[src/rtl/amem_pkg.sv]
package amem_pkg;

  typedef enum logic [1:0] {
    PH_IDLE   = 2'd0,
    PH_SETUP  = 2'd1,
    PH_STROBE = 2'd2,
    PH_HOLD   = 2'd3
  } phase_t;

endpackage

[src/rtl/amem_phase_ctrl.sv]
module amem_phase_ctrl
  import amem_pkg::*;
#(
  parameter int CNT_W = 6
) (
  input  logic             clk,
  input  logic             rst,
  input  logic             req_valid,
  input  logic             req_write,
  input  logic [CNT_W-1:0] cfg_rd_setup,
  input  logic [CNT_W-1:0] cfg_rd_strobe,
  input  logic [CNT_W-1:0] cfg_rd_hold,
  input  logic [CNT_W-1:0] cfg_wr_setup,
  input  logic [CNT_W-1:0] cfg_wr_strobe,
  input  logic [CNT_W-1:0] cfg_wr_hold,
  input  logic             cfg_wait_en,
  input  logic             mem_wait,
  output logic             accept,
  output phase_t           phase_d,
  output logic             wr_d,
  output logic             rd_capture
);

  phase_t           phase_q;
  logic [CNT_W-1:0] cnt_q, cnt_d;
  logic             wr_q;
  logic             stall;

  // A zero count still yields one cycle; the counter holds cycles left minus one.
  function automatic logic [CNT_W-1:0] reload(input logic [CNT_W-1:0] n);
    return (n == '0) ? '0 : n - CNT_W'(1);
  endfunction

  always_comb begin
    phase_d    = phase_q;
    cnt_d      = cnt_q;
    wr_d       = wr_q;
    accept     = 1'b0;
    rd_capture = 1'b0;
    stall      = cfg_wait_en & mem_wait;
    unique case (phase_q)
      PH_IDLE: begin
        if (req_valid) begin
          accept  = 1'b1;
          wr_d    = req_write;
          phase_d = PH_SETUP;
          cnt_d   = reload(req_write ? cfg_wr_setup : cfg_rd_setup);
        end
      end
      PH_SETUP: begin
        if (cnt_q == '0) begin
          phase_d = PH_STROBE;
          cnt_d   = reload(wr_q ? cfg_wr_strobe : cfg_rd_strobe);
        end else begin
          cnt_d = cnt_q - CNT_W'(1);
        end
      end
      PH_STROBE: begin
        if (cnt_q != '0) begin
          cnt_d = cnt_q - CNT_W'(1);
        end else if (!stall) begin
          rd_capture = !wr_q;
          phase_d    = PH_HOLD;
          cnt_d      = reload(wr_q ? cfg_wr_hold : cfg_rd_hold);
        end
      end
      PH_HOLD: begin
        if (cnt_q == '0) phase_d = PH_IDLE;
        else             cnt_d   = cnt_q - CNT_W'(1);
      end
      default: phase_d = PH_IDLE;
    endcase
  end

  always_ff @(posedge clk) begin
    if (rst) begin
      phase_q <= PH_IDLE;
      cnt_q   <= '0;
      wr_q    <= 1'b0;
    end else begin
      phase_q <= phase_d;
      cnt_q   <= cnt_d;
      wr_q    <= wr_d;
    end
  end

  // without the enable an expired strobe always moves on to hold
  a_r8_wait_ignored: assert property (@(posedge clk) disable iff (rst)
    (phase_q == PH_STROBE && cnt_q == '0 && !cfg_wait_en) |=> (phase_q == PH_HOLD));

  // an expired setup count always hands over to the strobe
  a_r1_setup_to_strobe: assert property (@(posedge clk) disable iff (rst)
    (phase_q == PH_SETUP && cnt_q == '0) |=> (phase_q == PH_STROBE));

  // the write flag of an access in flight never changes
  a_r7_dir_stable: assert property (@(posedge clk) disable iff (rst)
    (phase_q != PH_IDLE && phase_q != PH_HOLD) |=> $stable(wr_q));

endmodule

[src/rtl/amem_pin_drive.sv]
module amem_pin_drive
  import amem_pkg::*;
#(
  parameter int ADDR_W = 20,
  parameter int DATA_W = 16
) (
  input  logic              clk,
  input  logic              rst,
  input  phase_t            phase_d,
  input  logic              wr_d,
  input  logic [ADDR_W-1:0] addr_d,
  input  logic [DATA_W-1:0] wdata_d,
  input  logic              cs_strobe_only,
  input  logic              bus_wide,
  output logic              req_ready,
  output logic              mem_cs_n,
  output logic              mem_oe_n,
  output logic              mem_we_n,
  output logic [ADDR_W-1:0] mem_addr,
  output logic [DATA_W-1:0] mem_dout,
  output logic              mem_dout_en
);

  localparam int NARROW_W = DATA_W / 2;

  logic              active, strobe;
  logic [DATA_W-1:0] wdata_sized;

  assign active      = (phase_d != PH_IDLE);
  assign strobe      = (phase_d == PH_STROBE);
  assign wdata_sized = bus_wide ? wdata_d
                                : {{(DATA_W-NARROW_W){1'b0}}, wdata_d[NARROW_W-1:0]};

  always_ff @(posedge clk) begin
    if (rst) begin
      req_ready   <= 1'b1;
      mem_cs_n    <= 1'b1;
      mem_oe_n    <= 1'b1;
      mem_we_n    <= 1'b1;
      mem_addr    <= '0;
      mem_dout    <= '0;
      mem_dout_en <= 1'b0;
    end else begin
      req_ready   <= !active;
      mem_cs_n    <= !(cs_strobe_only ? strobe : active);
      mem_oe_n    <= !(strobe && !wr_d);
      mem_we_n    <= !(strobe && wr_d);
      mem_addr    <= active ? addr_d : '0;
      mem_dout    <= (active && wr_d) ? wdata_sized : '0;
      mem_dout_en <= active && wr_d;
    end
  end

  // read and write strobes never overlap
  a_r4_strobes_exclusive: assert property (@(posedge clk) disable iff (rst)
    !(!mem_oe_n && !mem_we_n));

  // any strobe lies inside chip select, in either mode
  a_r3_cs_covers_strobe: assert property (@(posedge clk) disable iff (rst)
    (!mem_oe_n || !mem_we_n) |-> !mem_cs_n);

  // no access may be in flight while ready is shown
  a_r7_ready_idle: assert property (@(posedge clk) disable iff (rst)
    req_ready |-> (mem_cs_n && !mem_dout_en));

endmodule

[src/rtl/amem_rd_capture.sv]
module amem_rd_capture #(
  parameter int DATA_W = 16
) (
  input  logic              clk,
  input  logic              rst,
  input  logic              capture,
  input  logic              bus_wide,
  input  logic [DATA_W-1:0] mem_din,
  output logic              rsp_valid,
  output logic [DATA_W-1:0] rsp_rdata
);

  localparam int NARROW_W = DATA_W / 2;

  logic [DATA_W-1:0] din_sized;

  assign din_sized = bus_wide ? mem_din
                              : {{(DATA_W-NARROW_W){1'b0}}, mem_din[NARROW_W-1:0]};

  always_ff @(posedge clk) begin
    if (rst) begin
      rsp_valid <= 1'b0;
      rsp_rdata <= '0;
    end else begin
      rsp_valid <= capture;
      if (capture) rsp_rdata <= din_sized;
    end
  end

  // a response is a single-cycle pulse
  a_r6_single_pulse: assert property (@(posedge clk) disable iff (rst)
    rsp_valid |=> !rsp_valid);

  // returned data does not move outside a capture
  a_r6_data_held: assert property (@(posedge clk) disable iff (rst)
    !capture |=> $stable(rsp_rdata));

endmodule

[src/rtl/amem_cs_timer.sv]
module amem_cs_timer
  import amem_pkg::*;
#(
  parameter int ADDR_W = 20,
  parameter int DATA_W = 16,
  parameter int CNT_W  = 6
) (
  input  logic              clk,
  input  logic              rst,
  input  logic [CNT_W-1:0]  cfg_rd_setup,
  input  logic [CNT_W-1:0]  cfg_rd_strobe,
  input  logic [CNT_W-1:0]  cfg_rd_hold,
  input  logic [CNT_W-1:0]  cfg_wr_setup,
  input  logic [CNT_W-1:0]  cfg_wr_strobe,
  input  logic [CNT_W-1:0]  cfg_wr_hold,
  input  logic              cfg_cs_strobe_only,
  input  logic              cfg_wait_en,
  input  logic [1:0]        cfg_bus_size,
  input  logic              req_valid,
  output logic              req_ready,
  input  logic              req_write,
  input  logic [ADDR_W-1:0] req_addr,
  input  logic [DATA_W-1:0] req_wdata,
  output logic              rsp_valid,
  output logic [DATA_W-1:0] rsp_rdata,
  output logic              mem_cs_n,
  output logic              mem_oe_n,
  output logic              mem_we_n,
  output logic [ADDR_W-1:0] mem_addr,
  output logic [DATA_W-1:0] mem_dout,
  output logic              mem_dout_en,
  input  logic [DATA_W-1:0] mem_din,
  input  logic              mem_wait
);

  logic              accept, wr_d, rd_capture, bus_wide;
  phase_t            phase_d;
  logic [ADDR_W-1:0] addr_q, addr_d;
  logic [DATA_W-1:0] wdata_q, wdata_d;

  assign bus_wide = (cfg_bus_size != 2'd0);
  assign addr_d   = accept ? req_addr  : addr_q;
  assign wdata_d  = accept ? req_wdata : wdata_q;

  always_ff @(posedge clk) begin
    if (rst) begin
      addr_q  <= '0;
      wdata_q <= '0;
    end else begin
      addr_q  <= addr_d;
      wdata_q <= wdata_d;
    end
  end

  amem_phase_ctrl #(.CNT_W(CNT_W)) u_ctrl (
    .clk           (clk),
    .rst           (rst),
    .req_valid     (req_valid),
    .req_write     (req_write),
    .cfg_rd_setup  (cfg_rd_setup),
    .cfg_rd_strobe (cfg_rd_strobe),
    .cfg_rd_hold   (cfg_rd_hold),
    .cfg_wr_setup  (cfg_wr_setup),
    .cfg_wr_strobe (cfg_wr_strobe),
    .cfg_wr_hold   (cfg_wr_hold),
    .cfg_wait_en   (cfg_wait_en),
    .mem_wait      (mem_wait),
    .accept        (accept),
    .phase_d       (phase_d),
    .wr_d          (wr_d),
    .rd_capture    (rd_capture)
  );

  amem_pin_drive #(.ADDR_W(ADDR_W), .DATA_W(DATA_W)) u_pins (
    .clk            (clk),
    .rst            (rst),
    .phase_d        (phase_d),
    .wr_d           (wr_d),
    .addr_d         (addr_d),
    .wdata_d        (wdata_d),
    .cs_strobe_only (cfg_cs_strobe_only),
    .bus_wide       (bus_wide),
    .req_ready      (req_ready),
    .mem_cs_n       (mem_cs_n),
    .mem_oe_n       (mem_oe_n),
    .mem_we_n       (mem_we_n),
    .mem_addr       (mem_addr),
    .mem_dout       (mem_dout),
    .mem_dout_en    (mem_dout_en)
  );

  amem_rd_capture #(.DATA_W(DATA_W)) u_rd (
    .clk       (clk),
    .rst       (rst),
    .capture   (rd_capture),
    .bus_wide  (bus_wide),
    .mem_din   (mem_din),
    .rsp_valid (rsp_valid),
    .rsp_rdata (rsp_rdata)
  );

  // the address on the pins is frozen while an access is in flight
  a_r7_addr_frozen: assert property (@(posedge clk) disable iff (rst)
    (!req_ready && !$past(req_ready)) |-> $stable(mem_addr));

endmodule

[config.mk]
export PLATFORM = sky130hd
export DESIGN_NAME = amem_cs_timer
export DESIGN_NICKNAME = d
export VERILOG_FILES = /design/src/rtl/amem_pkg.sv /design/src/rtl/amem_phase_ctrl.sv /design/src/rtl/amem_pin_drive.sv /design/src/rtl/amem_rd_capture.sv /design/src/rtl/amem_cs_timer.sv
export SDC_FILE = /design/constraint.sdc
export NUM_CORES = 1
export LEC_CHECK = 0
export CAP_MARGIN = 0
export CORE_ASPECT_RATIO = 0.6
export CORE_MARGIN = 2
export CORE_UTILIZATION = 42
export DETAILED_ROUTE_END_ITERATION = 7
export GPL_TIMING_DRIVEN = 0
export PLACE_DENSITY = 0.75
export SYNTH_ARGS = -nofsm -noshare
export SYNTH_HDL_FRONTEND = slang
export SYNTH_HIERARCHICAL = 1
export SYNTH_SLANG_ARGS = --single-unit
[constraint.sdc]
create_clock -name clk -period 2.4 [get_ports clk]
set_clock_uncertainty 0.15 [all_clocks]
set_input_delay 0.72 -clock clk [delete_from_list [all_inputs] [get_ports clk]]
set_output_delay 0.72 -clock clk [all_outputs]
set_load 0.05 [all_outputs]
# ---- Yosys cells after proc, flatten, opt, wreduce, memory -nomap -nowiden
# Index checks and enable logic that the tools add are counted.
dict set report word_totals {
  reg_bits 103
  memories 0
  romBits 0
  latchBits 0
  out_inout_bits 58
  mem_bits_rw 0
  in_bits 97
}
dict set report op_classes {
  mux 29
  n_shift 0
  order_cmp 0
  n_eq_ne 7
  add_sub_neg 4
  reduce_logical 21
  bitwise 4
  div_mod_pow 0
  mul 0
}
# operator n
set op_table {}
lappend op_table {{two-way mux 6 bit} 11}
lappend op_table {{two-way mux 16 bit} 2}
lappend op_table {{logical NOT 6 bit} 4}
lappend op_table {{case mux 6 bit (4 select lines)} 1}
lappend op_table {{subtractor 6 x 1 -> 6 bit, second input constant} 4}
lappend op_table {{two-way mux 20 bit} 1}
lappend op_table {{two-way mux 2 bit} 5}
lappend op_table {{two-way mux 1 bit} 8}
lappend op_table {{case mux 2 bit (4 select lines)} 1}
lappend op_table {{== test 2 bit, second input constant} 3}
lappend op_table {{logical NOT 1 bit} 6}
lappend op_table {{nonzero test 6 bit} 1}
lappend op_table {{inequality test 2 bit, second input constant} 2}
lappend op_table {{nonzero test 2 bit} 2}
lappend op_table {{OR reduction 2 bit} 2}
lappend op_table {{logical AND 1 bit} 3}
lappend op_table {{inequality test 3 bit, second input constant} 1}
lappend op_table {{NOT 1 bit} 3}
lappend op_table {{AND reduction 3 bit} 1}
lappend op_table {{OR reduction 3 bit} 1}
lappend op_table {{== test 2 x 1 -> 1 bit, second input constant} 1}
lappend op_table {{logical NOT 2 bit} 1}
lappend op_table {{AND 1 bit} 1}

# ---- Longest topological paths before layout
# Gate-level depths: netlist of run 1.
dict set report depth {
  word_depth 8
  depth_mapped 10
  depth_no_buf 8
}

# ---- Hierarchy
# Netlist of run 1, hierarchy kept.
# mod area_each_um2 n_inst cells_per_inst
set modules_own_cells {}
lappend modules_own_cells {amem_cs_timer 1526.5 1 116}
lappend modules_own_cells {amem_phase_ctrl 1371.3 1 184}
lappend modules_own_cells {amem_pin_drive 1183.6 1 100}
lappend modules_own_cells {amem_rd_capture 664.4 1 63}

# ---- Worst setup path after synthesis of run 1
# Ideal clock, no wire load.
dict set report synth_path {
  path_type {register -> register}
  from {register u_ctrl.wr_q}
  to {register u_ctrl.cnt_q[2]}
  arrival_ns 2.344
  required_time_ns 2.119
  path_slack_ns -0.225
  setup_time_ns 0.131
  n_path_buf 3
  stages_incl_launch_ff 11
  period_less_slack_ns 2.625
  path_cell_list {dfxtp_1 > buf_2 > buf_2 > buf_2 > mux2i_1 > ha_1 > o21ai_0 > o21ai_0 > o22ai_1 > a2111oi_0 > nor3_1}
}
dict set report synth_via {
  elab_chain_len 6
}
# element line_no
set synth_lines {}
lappend synth_lines {{start: declaration} amem_phase_ctrl.sv:26} ;# logic wr_q;
lappend synth_lines {{start signal: assignment} amem_phase_ctrl.sv:83} ;# wr_q <= wr_d;
lappend synth_lines {{two-way mux 6 bit} amem_phase_ctrl.sv:64} ;# cnt_d = reload(wr_q ? cfg_wr_hold : cfg_rd_hold);
lappend synth_lines {{subtractor 6 x 1 -> 6 bit or logical NOT 6 bit (tied branches)} amem_phase_ctrl.sv:31} ;# return (n == '0) ? '0 : n - CNT_W'(1);
lappend synth_lines {{two-way mux 6 bit} amem_phase_ctrl.sv:31}
lappend synth_lines {{two-way mux 6 bit} amem_phase_ctrl.sv:61} ;# end else if (!stall) begin
lappend synth_lines {{two-way mux 6 bit} amem_phase_ctrl.sv:59} ;# if (cnt_q != '0) begin
lappend synth_lines {{case mux 6 bit (4 select lines) *} amem_phase_ctrl.sv:41} ;# unique case (phase_q)
lappend synth_lines {{end signal: assignment} amem_phase_ctrl.sv:82} ;# cnt_q <= cnt_d;
lappend synth_lines {{end: declaration} amem_phase_ctrl.sv:25} ;# logic [CNT_W-1:0] cnt_q, cnt_d;
# Every way passes the cells marked *; elsewhere a longest branch is shown, timed or not. The select of a mux whose other input is x is not followed.
# A chain may end at the register's enable or synchronous reset.

# ---- Worst setup path after layout of run 1
dict set report layout_path {
  from {input cfg_rd_hold[2]}
  to {register u_ctrl.cnt_q[2]}
}
dict set report layout_via {
  elab_chain_len 6
}
# element line_no
set layout_lines {}
lappend layout_lines {{start: declaration} amem_cs_timer.sv:12} ;# input logic [CNT_W-1:0] cfg_rd_hold,
lappend layout_lines {{two-way mux 6 bit *} amem_phase_ctrl.sv:64}
lappend layout_lines {{subtractor 6 x 1 -> 6 bit or logical NOT 6 bit (tied branches)} amem_phase_ctrl.sv:31}
lappend layout_lines {{two-way mux 6 bit *} amem_phase_ctrl.sv:31}
lappend layout_lines {{two-way mux 6 bit *} amem_phase_ctrl.sv:61}
lappend layout_lines {{two-way mux 6 bit *} amem_phase_ctrl.sv:59}
lappend layout_lines {{case mux 6 bit (4 select lines) *} amem_phase_ctrl.sv:41}
# Marked as above.

==> run summary, run 1 <==
1st-iter DRT viols -> 179
Register Area -> 2070 µm²
Post-Route WL -> 12900 µm
Initial Utilization -> 42.6%
Post-synth EDFFs -> 0
Max-cap violations -> 0
Filler cells -> 859
Vias per cell -> 5.05
Syn nets -> 566
Most common cell after layout, fill and taps aside -> clkdlybuf4s50_1
Max Slew Vio Count -> 0
Final ANT Viol Nets -> 0
Fin area -> 7240 µm²
Distinct cells, synth -> 51
DR DRC count -> 0
Slew @ Worst Pin -> 0.640 ns
Clock slew at the register clock pins of the worst setup and hold paths -> 0.07 ns
Overflow after GRT -> 0
First-pass GRT wire length -> 20000 µm
Failing checks -> negative setup slack
Final setup margin -> -0.0327 ns
Hold Crit Class -> reg -> reg
Max transition margin -> 57.4%
CTS tree -> done
IO Port Bufs -> 154
Nets@finish -> 750
# placed instances -> 761
Seq pwr share -> 31.6%
Total power -> 0.00669 W
Die height -> 86.3 µm
Top_reg_cell synth -> dfxtp_1
Clock Power Share -> 23.0%
Commonest cells after routing, fill and taps aside -> clkdlybuf4s50_1, dfxtp_1, nor2b_1
Worst Setup End Kind -> register
Leak pwr -> 2.90 nW
Worst vdd ir -> 607 µV
Diodes inserted -> 0
Launch point of the worst reg-to-reg path -> u_ctrl/wr_q
DP HPWL -> 9420 µm
Fin crit share -> 101%
Fin cells -> 796
Pwr Density -> 925 nW/µm²
Crit-path slowest cell -> clkdlybuf4s50_1
GPL Wtd Cong -> 0.896
Total number of vias -> 4021
Psw -> 0.00244 W
Vias in the first global route -> 4016
Syn-to-layout area delta -> 52.5%
Critical Path Fanout Max -> 3
Critical Path Start Type -> input pin
Die Wd -> 141 µm
Yosys warns -> 6
Skew-Pair Late Insertion Delay -> 0.33 ns
Switching Fraction -> 36.4%
Flops & latches, synth -> 103
Internal power component -> 0.00425 W
Layout cells sized above 1 -> 22.2%
Synth Instances -> 463
Core Box Area -> 11100 µm²
Antenna violations before repair -> 0
CP delay by family, top -> compound AO/OA/AOI/OAI gates
Die area -> 12200 µm²
Hold Crit Start -> u_rd/rsp_rdata[13]
Pin count of the biggest net entering global routing -> 20
Tot GR Track Use -> 20.6%
Wire per inst -> 16.3 µm
Area of the multi-input gates -> 2680 µm²
CP Cell Sequence -> clkdlybuf4s50_1 -> nor3_1 -> a21oi_2 -> o21ai_2 -> o22ai_1 -> a2111oi_2 -> nor3_1
WP data required -> 2.45 ns
Most frequent CP cell -> nor3_1
Clock Tree Root -> clkbuf_16
Status -> finished with violations
Pre-Repair DR Iteration Count -> 4
Io pins -> 155
Combinational power share -> 45.4%
Mean Syn Cell Area -> 10.3 µm²
Max incr delay on CP -> 0.47 ns
Fin crit period -> 2.43 ns
Register area share after synthesis -> 43.4%
Clock Path Buffers -> 2
Final hold violation count -> 0
Async set-reset flop share out of synthesis -> 0%
Placed inst area -> 6480 µm²
WP buf/inv -> 1
Sink Count -> 103
Count of final setup violators -> 1
Critical path class -> in -> reg
Site Rows -> 30
Mapped Area -> 4750 µm²
Place WS -> -1.05 ns
CP Launch Point -> cfg_rd_hold[2]
Num CTS Buffers -> 9
Critical Path AT -> 2.48 ns
H-tree levels -> 3
Max Fclk -> 411 MHz
Finished Core Util -> 64.9%
## power groups by stage
stage,registers (W),clock network (W),logic (W)
2_1_floorplan,0.00250,0,0.00151
3_3_place_gp,0.00213,0,0.00261
3_5_place_dp,0.00214,0,0.00264
4_1_cts,0.00211,0.00158,0.00284
5_1_grt,0.00214,0.00165,0.00325
6_report,0.00212,0.00154,0.00304
## worst register-to-register path: stages, from the launching register on
cell      delay, ns
dfxtp_2        0.33
buf_6          0.12
buf_12         0.15
mux2i_4        0.26
ha_2           0.20
o21ai_2        0.08
and4b_1        0.22
o31ai_2        0.28
a311oi_1       0.14
o221a_2        0.26
## metrics by stage
| stage | hold slack, ns | TNS, ns |
|---|---|---|
| after floorplan | 0.349 | -0.101 |
| after global placement | 0.304 | -27.59 |
| after detailed placement | 0.314 | -30.49 |
| after CTS | 0.326 | 0 |
| after global routing | 0.354 | -0.0920 |
| final | 0.329 | -0.0327 |
## cell type report
class,instances,area share [%]
Multi-Input combinational cell,329,37.1
Clock buffer,10,3.30
Inverter,5,0.259
Buffer,25,2.97
Clock inverter,6,1.19
Tap cell,144,2.49
Sequential cell,103,28.6
Timing Repair Buffer,174,24.1
## cells in the mapped netlist (5+ instances only)
library cell	count	area, µm²
a21oi_1	19	95.1
and2_1	23	144
buf_2	9	45.0
buf_6	8	90.1
clkbuf_1	5	18.8
dfxtp_1	103	2060
ha_1	6	75.1
inv_1	5	18.8
mux2_2	8	90.1
mux2_4	30	450
mux2i_1	26	260
nand2_1	21	78.8
nand2b_1	10	62.6
nand3_2	8	80.1
nor2_1	28	105
nor2b_1	39	244
nor3_1	26	130
nor3b_1	14	105
o21ai_0	9	45.0
xnor2_1	10	87.6
xor2_1	7	61.3
## metal layers
metal | vias up | part of all wire (%) | global-route usage (%) | wire (µm)
met5 | - | 0 | 0 | 0
met1 | 1860 | 47 | 28.7 | 6100
met2 | 168 | 44 | 33.0 | 5750
met4 | 0 | 0.99 | 4.36 | 128
met3 | 19 | 7.4 | 4.86 | 956
li1 | 1974 | - | - | -
## flip-flops by register name, summed over array words and instances (netlist names)
| signal | flops |
|---|---|
| addr_q | 20 |
| u_pins/mem_addr | 20 |
| u_pins/mem_dout | 16 |
| u_rd/rsp_rdata | 16 |
| wdata_q | 16 |
| u_ctrl/cnt_q | 6 |
| u_ctrl/phase_q | 2 |
| u_ctrl/wr_q | 1 |
| u_pins/mem_cs_n | 1 |
| u_pins/mem_dout_en | 1 |
| u_pins/mem_oe_n | 1 |
| u_pins/mem_we_n | 1 |
| u_pins/req_ready | 1 |
| u_rd/rsp_valid | 1 |
## cell families after synthesis
group	count (synthesis)	synth area share, %
adder cells (fa/ha/maj)	6	1.58
XOR/XNOR	17	3.14
multiplexers	64	16.9
AO/OA/AOI/OAI	60	8.44
buffers and inverters	31	4.19
AND/OR/NAND/NOR	182	22.3
flip-flops	103	43.4
## timing repair
item / 4_1_cts / 5_1_grt
setup buffers: 11 / 8
gates resized for setup: 32 / 52
hold buffers: 0 / 0
endpoints found under the setup margin: 53 / 58
gates cloned: 0 / 1
pin swaps: 6 / 11
## final timing paths
kind	slack (ns)	to	cells past startpoint
hold reg to reg	0.33	u_rd/rsp_rdata[13]	2
setup reg to reg	0.10	u_ctrl/cnt_q[4]	9
hold / removal	0.33	u_rd/rsp_rdata[13]	2
setup / recovery	-0.03	u_ctrl/cnt_q[2]	7
(Power assumes the default switching activity.)
==> run 2: changes to the inputs <==
Settings changed: PLACE_DENSITY 0.75 to 0.77.
==> run summary, run 2 (same netlist as run 1, synthesis figures left out) <==
Vias in the first global route -> 3981 (-0.87%)
IO Port Bufs -> 154 (unchanged)
Critical Path AT -> 2.51 ns (+0.03 ns)
Critical Path Start Type -> register
Nets@finish -> 747 (-0.40%)
DR DRC count -> 0 (unchanged)
Max Fclk -> 411 MHz (+0.10%)
M1 WL -> 6160 µm (+0.93%)
Sink Count -> 103 (unchanged)
Metal3 WL -> 817 µm (-15%)
Commonest cells after routing, fill and taps aside -> clkdlybuf4s50_1, dfxtp_1, nor2b_1
Wire per inst -> 15.6 µm (-3.8%)
Syn-to-layout area delta -> 49.6%
Count of final setup violators -> 3 (+2)
Biggest regs -> addr_q (20), u_pins/mem_addr (20)
Routed wl met2 -> 5290 µm (-8.0%)
Final hold violation count -> 0 (unchanged)
Clock slew at the register clock pins of the worst setup and hold paths -> 0.07 ns (about the same)
Overflow after GRT -> 0 (unchanged)
Area of the multi-input gates -> 2640 µm² (-1.6%)
Clock Path Buffers -> 2 (unchanged)
H-tree levels -> 3 (unchanged)
Final ANT Viol Nets -> 0 (unchanged)
Final setup margin -> -0.0302 ns (+0.00254 ns)
Max-cap violations -> 0 (unchanged)
Post-Route WL -> 12400 µm (-4.2%)
Total number of vias -> 3988 (-0.82%)
Critical path class -> reg -> reg
DP HPWL -> 9240 µm (-1.9%)
Worst Setup End Kind -> register
First-pass GRT wire length -> 19700 µm (-1.5%)
Max Slew Vio Count -> 0 (unchanged)
Status -> finished with violations
Vias per cell -> 5.03 (-0.45%)
Site Rows -> 30 (unchanged)
Core Box Area -> 11100 µm² (unchanged)
Hold Crit Class -> reg -> reg
Leak pwr -> 2.82 nW (-3.0%)
Layout cells sized above 1 -> 20.2% (-2.1 points)
Die Wd -> 141 µm (unchanged)
Worst vdd ir -> 516 µV (-15%)
WP data required -> 2.48 ns (+0.03 ns)
Fin crit period -> 2.43 ns (-0.00254 ns)
Max transition margin -> 61.6% (+4.2 points)
GPL Wtd Cong -> 0.890 (-0.68%)
Num CTS Buffers -> 9 (unchanged)
DR top layer -> met4
WP buf/inv -> 4 (+3)
Skew-Pair Late Insertion Delay -> 0.34 ns (about the same)
Max incr delay on CP -> 0.31 ns (-0.16 ns)
Pin count of the biggest net entering global routing -> 21 (+5.0%)
1st-iter DRT viols -> 227 (+27%)
Failing checks -> negative setup slack
Pre-Repair DR Iteration Count -> 4 (unchanged)
CP Cell Sequence -> buf_6 -> buf_8 -> buf_12 -> mux2i_4 -> buf_4 -> ha_1 -> and4b_1 -> o31ai_4 -> a311oi_2 -> o221a_2
Pwr Density -> 918 nW/µm² (-0.76%)
CP delay by family, top -> compound AO/OA/AOI/OAI gates
Initial Utilization -> 42.6% (unchanged)
Tot GR Track Use -> 20.2% (-0.37 points)
Register Area -> 2060 µm² (-0.24%)
Sum Neg Setup Slack -> -0.0719 ns (-0.0392 ns)
Filler cells -> 919 (+7.0%)
Finished Core Util -> 63.7% (-1.2 points)
CTS tree -> done
Die height -> 86.3 µm (unchanged)
Diodes inserted -> 0 (unchanged)
Fin crit share -> 101% (-0.11 points)
Die area -> 12200 µm² (unchanged)
Io pins -> 155 (unchanged)
Clock Tree Root -> clkbuf_16
Antenna violations before repair -> 0 (unchanged)
Unrepaired setup endpoints after global routing -> true
Slew @ Worst Pin -> 0.575 ns (-0.0642 ns)
Crit-path slowest cell -> dfxtp_1
Most common cell after layout, fill and taps aside -> clkdlybuf4s50_1
Critical Path Fanout Max -> 9 (+6)
## run 2: changes by cell type in the layout (fill, tap and decap cells not counted), sizes merged, moves of 2 or more
cell,before,now
clkbuf,20,17
clkdlybuf4s50,135,140
clkinvlp,0,2
dlymetal6s2s,16,10
## run 2: power by group
group / total (W) / switching, W / internal, W
combinational: 0.00297 / 0.00160 / 0.00137
sequential: 0.00211 / 0.000136 / 0.00197
clock: 0.00143 / 0.000698 / 0.000737
total: 0.00652 / 0.00243 / 0.00408
## run 2: worst paths after layout
| kind | start | endpoint | slack (ns) | cells after the start |
|---|---|---|---|---|
| min | u_rd/rsp_rdata[11] | u_rd/rsp_rdata[11] | 0.32 | 2 |
| max | u_ctrl/wr_q | u_ctrl/cnt_q[4] | -0.03 | 10 |
| max reg2reg | u_ctrl/wr_q | u_ctrl/cnt_q[4] | -0.03 | 10 |
| min reg2reg | u_rd/rsp_rdata[11] | u_rd/rsp_rdata[11] | 0.32 | 2 |
## run 2: final cells by class
class                      instances  area share, %
sequential                       103           29.1
clock buffer                       9           3.17
inverter                           5          0.264
clock inverter                     7           1.04
buffer                            26           3.08
tap                              144           2.54
timing repair buffer             170           23.6
multi-input combinational        329           37.2
## run 2: tightest hold or removal path, cell delays in order (launching register included)
cell and delay [ns]:
dfxtp_1 0.31, nand2b_1 0.06, a21oi_1 0.05
## run 2: layer usage
metal,GRT usage (%),vias up
met5,0,-
met2,31.7,148
met1,28.5,1855
met4,4.27,0
met3,5.03,16
li1,-,1969
## run 2: timing repair
action                                  4_1_cts  5_1_grt
endpoints found under the setup margin       53       61
buffers inserted                              8        8
pin swaps                                     4        7
gates resized for setup                      32       29
cloned                                        0        0
hold buffers                                  0        0
## run 2: stage by stage
stage	worst slack [ns]	power (W)	hold WS, ns	cells	instance area, µm²
detailed placement	-0.994	0.00480	0.310	761	6480
floorplan	-0.101	0.00402	0.349	463	4760
finish	-0.0302	0.00652	0.320	793	7100
CTS	0.00371	0.00641	0.322	785	6950
global placement	-0.961	0.00474	0.303	761	6480
global route	-0.118	0.00687	0.338	793	7100
==> run 3: changes to the inputs <==
Settings changed: CORE_MARGIN 2 to not set, SETUP_SLACK_MARGIN set to 0.5.
==> run summary, run 3 (same netlist as run 1, synthesis figures left out) <==
Biggest regs -> addr_q (20), u_pins/mem_addr (20)
Slew @ Worst Pin -> 0.494 ns (-0.0811 ns)
Post-Route WL -> 14500 µm (+17%)
Max Slew Vio Count -> 0 (unchanged)
CTS tree -> done
First-pass GRT wire length -> 22000 µm (+11%)
Critical Path Fanout Max -> 6 (-3)
Die height -> 84.3 µm (-2.3%)
Die Wd -> 139 µm (-1.4%)
DR DRC count -> 9 (+9)
Status -> finished with violations
Worst vdd ir -> 606 µV (+17%)
Tot GR Track Use -> 24.3% (+4.0 points)
Num CTS Buffers -> 9 (unchanged)
Fin crit period -> 2.29 ns (-0.140 ns)
Critical Path AT -> 2.36 ns (-0.15 ns)
Io pins -> 155 (unchanged)
Total number of vias -> 4200 (+5.3%)
Place WS -> -0.733 ns (+0.261 ns)
Fin crit share -> 95.4% (-5.8 points)
Final hold violation count -> 0 (unchanged)
Most common cell after layout, fill and taps aside -> dfxtp_1
Pre-Repair DR Iteration Count -> 8 (+4)
Layout cells sized above 1 -> 43.3% (+23 points)
Leak pwr -> 3.13 nW (+11%)
Clock slew at the register clock pins of the worst setup and hold paths -> 0.07 ns (about the same)
Most frequent CP cell -> buf_6
Sink Count -> 103 (unchanged)
Commonest cells after routing, fill and taps aside -> dfxtp_1, clkdlybuf4s50_1, buf_2
Critical path class -> reg -> reg
Fin area -> 7670 µm² (+8.0%)
Overflow after GRT -> 0 (unchanged)
Vias per cell -> 5.16 (+2.6%)
Syn-to-layout area delta -> 61.6%
Clock Path Buffers -> 2 (unchanged)
H-tree levels -> 3 (unchanged)
Final ANT Viol Nets -> 0 (unchanged)
CP Cell Sequence -> or3_4 -> or2_1 -> buf_6 -> nor4b_4 -> buf_6 -> buf_8 -> mux2i_1 -> nor2_1
Clock Tree Root -> clkbuf_16
Count of final setup violators -> 0 (-3)
GPL Wtd Cong -> 0.873 (-1.9%)
Max-cap violations -> 0 (unchanged)
Nets@finish -> 775 (+3.7%)
Filler cells -> 766 (-17%)
Core Box Area -> 10800 µm² (-3.3%)
Skew-Pair Late Insertion Delay -> 0.34 ns (about the same)
DP HPWL -> 9580 µm (+3.7%)
Final setup margin -> 0.110 ns (+0.140 ns)
Hold Crit Class -> reg -> reg
Die area -> 11700 µm² (-3.7%)
Diodes inserted -> 0 (unchanged)
Failing checks -> design-rule violations
Critical Path Start Type -> register
Site Rows -> 29 (-3.3%)
Worst hold slack -> 0.331 ns (+0.0110 ns)
Placed inst area -> 6690 µm² (+3.3%)
# hold bufs at CTS -> 0 (unchanged)
Initial Utilization -> 44.0% (+1.5 points)
Max transition margin -> 67.0% (+5.5 points)
Worst Setup End Kind -> register
Wire per inst -> 17.9 µm (+14%)
1st-iter DRT viols -> 239 (+5.3%)
Max Fclk -> 437 MHz (+6.1%)
Sum Neg Setup Slack -> 0 ns (+0.0719 ns)
Pwr Density -> 992 nW/µm² (+8.1%)
WP data required -> 2.47 ns (about the same)
Antenna violations before repair -> 0 (unchanged)
CP delay by family, top -> simple AND/OR/NAND/NOR gates
Crit-path slowest cell -> or3_4
Vias in the first global route -> 4070 (+2.2%)
# placed instances -> 756 (-0.66%)
IO Port Bufs -> 154 (unchanged)
Pin count of the biggest net entering global routing -> 17 (-19%)
WP buf/inv -> 3 (-1)
Max incr delay on CP -> 0.41 ns (+0.10 ns)
Fin cells -> 814 (+2.6%)
Unrepaired setup endpoints after global routing -> true
run 3: cell count changes in the layout (fill, tap and decap cells not counted), moves of 6 or more:
cell	previous run	this run
dlymetal6s2s_1	10	2
and2_1	23	15
dlygate4sd2_1	3	24
and2_4	0	8
nor3_2	2	16
a21oi_1	16	10
nor3b_1	13	3
buf_4	16	29
buf_12	1	9
nor3_1	24	10
nor3b_2	1	11
clkdlybuf4s50_1	140	67
buf_2	5	59
run 3: where the power goes:
group	leakage (nW)	switching [W]	total, W	internal (W)
registers	0.842	0.000136	0.00212	0.00198
clock network	0.162	0.000627	0.00164	0.00101
logic	2.12	0.00199	0.00385	0.00187
total	3.13	0.00275	0.00761	0.00486
run 3: timing repair:
action / 4_1_cts / 5_1_grt
endpoints found under the setup margin: 161 / 128
pin swaps: 60 / 21
cloned: 5 / 1
gates resized for setup: 362 / 95
setup buffers: 26 / 12
run 3: stage by stage:
| stage | total power (W) | util, % |
|---|---|---|
| 6_report | 0.00761 | 71.2 |
| 5_1_grt | 0.00795 | 71.2 |
| 4_1_cts | 0.00728 | 69.6 |
| 3_5_place_dp | 0.00502 | 62.1 |
| 3_3_place_gp | 0.00497 | 62.1 |
| 2_1_floorplan | 0.00423 | - |
run 3: layout make-up:
| type | count | area, µm² | area share (%) |
|---|---|---|---|
| multi-input combinational | 329 | 3110 | 40.5 |
| sequential | 103 | 2070 | 27.0 |
| timing repair buffer | 198 | 1670 | 21.7 |
| buffer | 26 | 299 | 3.90 |
| clock buffer | 9 | 225 | 2.94 |
| tap | 139 | 174 | 2.27 |
| clock inverter | 5 | 108 | 1.40 |
| inverter | 5 | 18.8 | 0.245 |
run 3: path summary, 6_finish.rpt:
path | startpoint | to | slack, ns | cells past startpoint
worst min register to register | u_rd/rsp_rdata[9] | u_rd/rsp_rdata[9] | 0.33 | 2
worst min-delay path | u_rd/rsp_rdata[9] | u_rd/rsp_rdata[9] | 0.33 | 2
worst max register to register | u_ctrl/cnt_q[3] | u_rd/rsp_rdata[1] | 0.11 | 8
worst max-delay path | u_ctrl/cnt_q[3] | u_rd/rsp_rdata[1] | 0.11 | 8
run 3: worst min-delay path, cell delays in order, from the launching register on:
cell      delay, ns
dfxtp_1        0.31
nand2b_1       0.08
a21oi_2        0.06
run 3: per-layer routing:
| layer | share of wire [%] | GRT usage [%] | vias up |
|---|---|---|---|
| met5 | 0 | 0 | - |
| met4 | 1.4 | 6.06 | 0 |
| met3 | 6.6 | 6.96 | 20 |
| met2 | 43 | 35.8 | 177 |
| met1 | 49 | 34.5 | 1977 |
| li1 | - | - | 2026 |
